--- config.mk ---
export PLATFORM = sky130hd
export DESIGN_NAME = trim_seq
export DESIGN_NICKNAME = d
export VERILOG_FILES = /design/src/rtl/trim_pkg.sv /design/src/rtl/trim_rom.sv /design/src/rtl/trim_merge.sv /design/src/rtl/trim_ctrl.sv /design/src/rtl/trim_seq.sv
export SDC_FILE = /design/constraint.sdc
export NUM_CORES = 1
export LEC_CHECK = 0
export BUFFER_PORTS_ARGS = -buffer_cell sky130_fd_sc_hd__buf_2
export CAP_MARGIN = 20
export CORE_ASPECT_RATIO = 0.75
export CORE_MARGIN = 8
export CORE_UTILIZATION = 55
export DETAILED_ROUTE_END_ITERATION = 8
export PLACE_DENSITY = 0.78
export SETUP_SLACK_MARGIN = 0.2
export SKIP_CTS_REPAIR_TIMING = 1
export SLEW_MARGIN = 20
export SYNTH_ARGS = -nofsm -noshare
export SYNTH_HDL_FRONTEND = slang
export SYNTH_SLANG_ARGS = --single-unit
--- constraint.sdc ---
create_clock -name clk -period 2.91 [get_ports clk]
set_input_delay 0 -clock clk [delete_from_list [all_inputs] [get_ports clk]]
set_output_delay 0 -clock clk [all_outputs]
set_load 0.02 [all_outputs]
--- src/rtl/trim_pkg.sv ---
package trim_pkg;

    localparam int DATA_W         = 8;
    localparam int ADDR_W         = 5;
    localparam int CMD_W          = DATA_W + ADDR_W + 1;
    localparam int FPOS_W         = $clog2(DATA_W);
    localparam int MAX_ENTRIES    = 7;
    localparam int IDX_W          = $clog2(MAX_ENTRIES + 1);
    localparam int NUM_VARIANTS   = 2;
    localparam int VSEL_W         = 1;
    localparam int SETTLE_SAMPLES = 2;

    typedef struct packed {
        logic [ADDR_W-1:0] reg_no;
        logic [FPOS_W-1:0] msb;
        logic [FPOS_W-1:0] lsb;
        logic [DATA_W-1:0] value;
    } trim_entry_t;

    typedef enum logic [1:0] {
        S_IDLE,
        S_ISSUE,
        S_SETTLE,
        S_SAMPLE
    } seq_state_e;

    typedef enum logic [2:0] {
        ST_READ,
        ST_WR_PRE,
        ST_WR_STROBE,
        ST_WR_POST,
        ST_DUMMY
    } step_e;

    function automatic trim_entry_t mk_entry(int r, int m, int l, int v);
        trim_entry_t e;
        e.reg_no = ADDR_W'(r);
        e.msb    = FPOS_W'(m);
        e.lsb    = FPOS_W'(l);
        e.value  = DATA_W'(v);
        return e;
    endfunction

    // Command word: data in the top byte, register number below, strobe in bit 0.
    function automatic logic [CMD_W-1:0] make_cmd(logic [DATA_W-1:0] data,
                                                  logic [ADDR_W-1:0] addr,
                                                  logic              we);
        return {data, addr, we};
    endfunction

    function automatic logic [DATA_W-1:0] field_mask(logic [FPOS_W-1:0] msb,
                                                     logic [FPOS_W-1:0] lsb);
        logic [DATA_W-1:0] m;
        for (int i = 0; i < DATA_W; i++) begin
            m[i] = (FPOS_W'(i) >= lsb) && (FPOS_W'(i) <= msb);
        end
        return m;
    endfunction

    function automatic trim_entry_t table_entry(logic [VSEL_W-1:0] v,
                                                logic [IDX_W-1:0]  i);
        trim_entry_t e;
        e = mk_entry(0, 0, 0, 0);
        if (v == VSEL_W'(0)) begin
            case (i)
                IDX_W'(0): e = mk_entry(7,  3, 0, 10);
                IDX_W'(1): e = mk_entry(8,  3, 0, 3);
                IDX_W'(2): e = mk_entry(9,  3, 0, 5);
                IDX_W'(3): e = mk_entry(11, 3, 0, 9);
                IDX_W'(4): e = mk_entry(13, 6, 5, 2);
                IDX_W'(5): e = mk_entry(27, 2, 0, 7);
                IDX_W'(6): e = mk_entry(28, 1, 0, 1);
                default:   e = mk_entry(0, 0, 0, 0);
            endcase
        end else begin
            case (i)
                IDX_W'(0): e = mk_entry(7,  3, 0, 6);
                IDX_W'(1): e = mk_entry(13, 6, 5, 2);
                IDX_W'(2): e = mk_entry(26, 7, 4, 5);
                default:   e = mk_entry(0, 0, 0, 0);
            endcase
        end
        return e;
    endfunction

    function automatic logic [IDX_W-1:0] table_len(logic [VSEL_W-1:0] v);
        return (v == VSEL_W'(0)) ? IDX_W'(7) : IDX_W'(3);
    endfunction

endpackage

--- src/rtl/trim_rom.sv ---
module trim_rom
    import trim_pkg::*;
#(
    parameter int VARIANTS = NUM_VARIANTS
) (
    input  logic [VSEL_W-1:0] variant_i,
    input  logic [IDX_W-1:0]  idx_i,
    output trim_entry_t       entry_o,
    output logic [IDX_W-1:0]  len_o
);

    trim_entry_t      ent_v [VARIANTS];
    logic [IDX_W-1:0] len_v [VARIANTS];

    for (genvar gv = 0; gv < VARIANTS; gv++) begin : g_variant
        assign ent_v[gv] = table_entry(VSEL_W'(gv), idx_i);
        assign len_v[gv] = table_len(VSEL_W'(gv));
    end

    assign entry_o = ent_v[variant_i];
    assign len_o   = len_v[variant_i];

endmodule

--- src/rtl/trim_merge.sv ---
module trim_merge
    import trim_pkg::*;
(
    input  logic [DATA_W-1:0] old_i,
    input  logic [FPOS_W-1:0] msb_i,
    input  logic [FPOS_W-1:0] lsb_i,
    input  logic [DATA_W-1:0] value_i,
    output logic [DATA_W-1:0] new_o
);

    logic [DATA_W-1:0] mask;

    always_comb begin
        mask  = field_mask(msb_i, lsb_i);
        new_o = (old_i & ~mask) | ((value_i << lsb_i) & mask);
    end

endmodule

--- src/rtl/trim_ctrl.sv ---
module trim_ctrl
    import trim_pkg::*;
#(
    parameter int SETTLE = SETTLE_SAMPLES
) (
    input  logic              clk,
    input  logic              rst,
    input  logic              start_i,
    input  logic [VSEL_W-1:0] variant_i,
    input  logic              legacy_i,
    input  logic [IDX_W-1:0]  len_i,
    input  logic [ADDR_W-1:0] reg_no_i,
    input  logic [DATA_W-1:0] new_val_i,
    input  logic [DATA_W-1:0] rdback_i,
    output logic [VSEL_W-1:0] variant_o,
    output logic [IDX_W-1:0]  idx_o,
    output logic [DATA_W-1:0] old_val_o,
    output logic [CMD_W-1:0]  cmd_o,
    output logic              busy_o,
    output logic              done_o
);

    localparam int CNT_W = $clog2(SETTLE + 1);

    seq_state_e        state_q;
    step_e             step_q;
    logic [IDX_W-1:0]  idx_q;
    logic [DATA_W-1:0] old_q;
    logic [CMD_W-1:0]  cmd_q;
    logic [CNT_W-1:0]  cnt_q;
    logic [VSEL_W-1:0] variant_q;
    logic              done_q;
    logic [CMD_W-1:0]  cmd_next;

    always_comb begin
        unique case (step_q)
            ST_WR_PRE,
            ST_WR_POST:   cmd_next = make_cmd(new_val_i, reg_no_i, 1'b0);
            ST_WR_STROBE: cmd_next = make_cmd(new_val_i, reg_no_i, 1'b1);
            default:      cmd_next = make_cmd(DATA_W'(1), reg_no_i, 1'b0);
        endcase
    end

    always_ff @(posedge clk) begin
        if (rst) begin
            state_q   <= S_IDLE;
            step_q    <= ST_READ;
            idx_q     <= '0;
            old_q     <= '0;
            cmd_q     <= '0;
            cnt_q     <= '0;
            variant_q <= '0;
            done_q    <= 1'b0;
        end else begin
            done_q <= 1'b0;
            unique case (state_q)
                S_IDLE: begin
                    if (start_i) begin
                        variant_q <= variant_i;
                        if (legacy_i) begin
                            done_q <= 1'b1;
                        end else begin
                            idx_q   <= '0;
                            step_q  <= ST_READ;
                            state_q <= S_ISSUE;
                        end
                    end
                end
                S_ISSUE: begin
                    cmd_q   <= cmd_next;
                    cnt_q   <= '0;
                    state_q <= S_SETTLE;
                end
                S_SETTLE: begin
                    if (cnt_q == CNT_W'(SETTLE - 1)) begin
                        unique case (step_q)
                            ST_WR_PRE: begin
                                step_q  <= ST_WR_STROBE;
                                state_q <= S_ISSUE;
                            end
                            ST_WR_STROBE: begin
                                step_q  <= ST_WR_POST;
                                state_q <= S_ISSUE;
                            end
                            ST_WR_POST: begin
                                step_q  <= ST_DUMMY;
                                state_q <= S_ISSUE;
                            end
                            default: state_q <= S_SAMPLE;
                        endcase
                    end else begin
                        cnt_q <= cnt_q + CNT_W'(1);
                    end
                end
                S_SAMPLE: begin
                    if (step_q == ST_READ) begin
                        old_q   <= rdback_i;
                        step_q  <= ST_WR_PRE;
                        state_q <= S_ISSUE;
                    end else if (idx_q == len_i - IDX_W'(1)) begin
                        done_q  <= 1'b1;
                        state_q <= S_IDLE;
                    end else begin
                        idx_q   <= idx_q + IDX_W'(1);
                        step_q  <= ST_READ;
                        state_q <= S_ISSUE;
                    end
                end
                default: state_q <= S_IDLE;
            endcase
        end
    end

    assign variant_o = variant_q;
    assign idx_o     = idx_q;
    assign old_val_o = old_q;
    assign cmd_o     = cmd_q;
    assign busy_o    = (state_q != S_IDLE);
    assign done_o    = done_q;

endmodule

--- src/rtl/trim_seq.sv ---
module trim_seq
    import trim_pkg::*;
(
    input  logic              clk,
    input  logic              rst,
    input  logic              start_i,
    input  logic              variant_i,
    input  logic              legacy_i,
    output logic [CMD_W-1:0]  cmd_o,
    input  logic [DATA_W-1:0] rdback_i,
    output logic              busy_o,
    output logic              done_o
);

    trim_entry_t       entry;
    logic [IDX_W-1:0]  len;
    logic [IDX_W-1:0]  idx;
    logic [VSEL_W-1:0] variant_q;
    logic [DATA_W-1:0] old_val;
    logic [DATA_W-1:0] new_val;

    trim_rom #(.VARIANTS(NUM_VARIANTS)) u_rom (
        .variant_i (variant_q),
        .idx_i     (idx),
        .entry_o   (entry),
        .len_o     (len)
    );

    trim_merge u_merge (
        .old_i   (old_val),
        .msb_i   (entry.msb),
        .lsb_i   (entry.lsb),
        .value_i (entry.value),
        .new_o   (new_val)
    );

    trim_ctrl #(.SETTLE(SETTLE_SAMPLES)) u_ctrl (
        .clk       (clk),
        .rst       (rst),
        .start_i   (start_i),
        .variant_i (variant_i),
        .legacy_i  (legacy_i),
        .len_i     (len),
        .reg_no_i  (entry.reg_no),
        .new_val_i (new_val),
        .rdback_i  (rdback_i),
        .variant_o (variant_q),
        .idx_o     (idx),
        .old_val_o (old_val),
        .cmd_o     (cmd_o),
        .busy_o    (busy_o),
        .done_o    (done_o)
    );

endmodule

==> impl_metrics.yaml <==
timing:
  postLayoutSetupSlackWorst_ps: 680.9
  finalCritPeriodShare_pct: 76.60
  relSlewSlack_pct: 58.00
  maxSlewViolCount: 0
  fin_crit_ps: 2229
  fin_skew_ps: 6.571
  worst_slew_pin_slew_ps: 629.1
  rsz0062_at_grt: "no"
  hold_ws_ps: -4.960
  fin_tns_setup_ps: 0
  clock.fmax_mhz: 448.6
  setup_viol: 0
  hold_viol_final: 1
cells_and_area:
  nNetsFinal: 288
  final_cell_mix: "36 x nand2_1, 34 x dfxtp_1, 28 x buf_2"
  antennaDiodeCount: 0
  layout_commonest_cell: "nand2_1"
  drive_gt1_share_pct: 17.29
  post-route-util_pct: 67.13
  area_delta_synth_final_pct: 18.53
  fillers: 297
clock_network:
  cts.clk_slew.worst_paths_ps: 70
  cts_tree: "built"
  root_buffer: "clkbuf_8"
  cts_sinks: 34
  cts_buffers: 5
  clk_path_buf_depth: 2
  clkLatencyLatePin_ps: 290
  htree_levels: 2
yosys:
  synth_ff_type: "dfxtp_1"
  netlist_instances: 231
  synth-seq-cells: 34
  ys_async_sr_fraction_pct: 0
  syn-num-nets: 254
  yosysWarnings: 0
  synth_area_um2: 1837
  syn_avg_cell_area_um2: 7.951
  ys_seq_area_share_pct: 37.06
  synth-edff-count: 0
  yosysUniqueCellTypes: 46
floorplan:
  die_h_um: 66.05
  initial_core_util_pct: 56.64
  io_pins: 29
  rows: 18
  dieWidth_um: 82.73
  dieArea_um2: 5464
  core_area_um2: 3243
placed_design:
  gp_congestion: 0.9087
  io_buffer_count: 28
  place_hpwl_um: 3216
  post-place-ws_ps: 745.8
flow_run:
  maxCapViolations: 0
power_and_ir_drop:
  total_power_w: 0.001449
  worst_ir_drop_vdd_mv: 0.3632
  p_per_area_nw_per_um2: 665.7
  p_leak_nw: 0.8549
drt:
  post_drt_wl_per_cell_um: 14.67
  vias: 1709
  drc: 0
  wl_um: 4490
  ant_nets: 0
  dr.pass1.iters: 4
  drtIter0Drc: 136
  viasPerCell: 5.585
worst_setup_path:
  critPathLaunchType: "flop"
  worstSetupPathType: "flop to flop"
  end_kind: "flop"
  arrival_ps: 2390
  critPathMaxFanout: 10
  cp_data_required_time_ps: 3070
grt:
  grt-ovfl-total: 0
  grt_pass1_wl_um: 6955
  grtUsageTotal_pct: 16.29
  grt_pass1_vias: 1434
  grt_max_degree: 32
  antenna_found_initial: 0
run_status:
  violations: "hold timing"
  outcome: "finished with violations"
hold_path:
  hold_class: "input pin to flop"
==> report_power, final <==
part	total, W	internal, W	switching (W)
clock network	0.000364	0.000190	0.000174
registers	0.000579	0.000526	0.0000531
logic	0.000506	0.000194	0.000312
==> worst max-delay path, stage by stage, from the launching register on <==
cell and delay, ps:
dfxtp_1 520, ha_1 410, nor2_1 130, o2bb2ai_1 490, mux2_2 390, o22ai_1 110, nor2_1 50
==> logic make-up after synthesis <==
logic type	Yosys count	synth area share (%)
AO/OA/AOI/OAI	64	22.69
AND/OR/NAND/NOR	88	22.21
adder cells (fa/ha/maj)	10	6.812
multiplexers	10	5.586
flip-flops	34	37.06
XOR/XNOR	1	0.4769
buffers and inverters	24	5.177
==> cell usage after synthesis, types with 2 or more instances <==
master,number,area [um^2]
a21oi_1,24,120.1
mux2i_1,8,80.08
a31oi_1,5,31.28
inv_1,9,33.78
o22ai_1,2,12.51
o21a_1,2,15.01
nor2_1,25,93.84
or3_1,2,12.51
nor3_1,2,10.01
nor2b_1,4,25.02
clkbuf_1,8,30.03
nand3_1,4,20.02
o21bai_1,3,22.52
inv_2,3,11.26
dfxtp_1,34,680.7
nand2b_1,4,25.02
or3b_1,2,17.52
nand2_1,36,135.1
ha_1,10,125.1
a311oi_1,2,17.52
o21ai_1,10,50.05
a211oi_1,5,37.54
buf_2,4,20.02
==> registers in the layout (all words and copies together) (netlist names) <==
signal / flops
u_ctrl.state_q: 2
u_ctrl.old_val_o: 8
u_ctrl.cmd_o: 14
u_ctrl.step_q: 3
u_ctrl.variant_o: 1
u_ctrl.cnt_q: 2
u_ctrl.idx_o: 3
u_ctrl.done_o: 1
==> stage by stage <==
step / area, um^2 / instances
floorplan: 1837 / 231
global placement: 1992 / 289
detailed placement: 1992 / 289
CTS: 2087 / 297
global route: 2177 / 306
finish: 2177 / 306
==> cell type report <==
type	instances	area, um^2	share of cell area [%]
inverters	12	45.04	2.069
repair buffers	39	245.2	11.26
well taps	40	50.05	2.299
flip-flops and latches	34	680.7	31.26
clock buffers	6	82.58	3.793
clock inverters	2	12.51	0.5747
multi-input cells	173	1061	48.74
==> worst paths after layout <==
kind | from | to | slack [ps] | depth (start not counted)
max | u_ctrl.idx_o[0]$_SDFFE_PP0P_ | u_ctrl.cmd_o[6]$_SDFFE_PP0P_ | 680 | 6
min | legacy_i | u_ctrl.done_o$_SDFF_PP0_ | -5 | 3
max reg2reg | u_ctrl.idx_o[0]$_SDFFE_PP0P_ | u_ctrl.cmd_o[6]$_SDFFE_PP0P_ | 680 | 6
min reg2reg | u_ctrl.cmd_o[11]$_SDFFE_PP0P_ | u_ctrl.cmd_o[11]$_SDFFE_PP0P_ | 450 | 2
==> per-layer routing <==
| metal | track usage [%] | share of wire, % | vias up |
|---|---|---|---|
| li1 | - | - | 869 |
| met1 | 23.42 | 49 | 776 |
| met2 | 22.07 | 43 | 58 |
| met3 | 5.842 | 6.9 | 6 |
| met4 | 4.077 | 0.78 | 0 |
| met5 | 0 | 0 | - |
(Power assumes the default switching activity.)
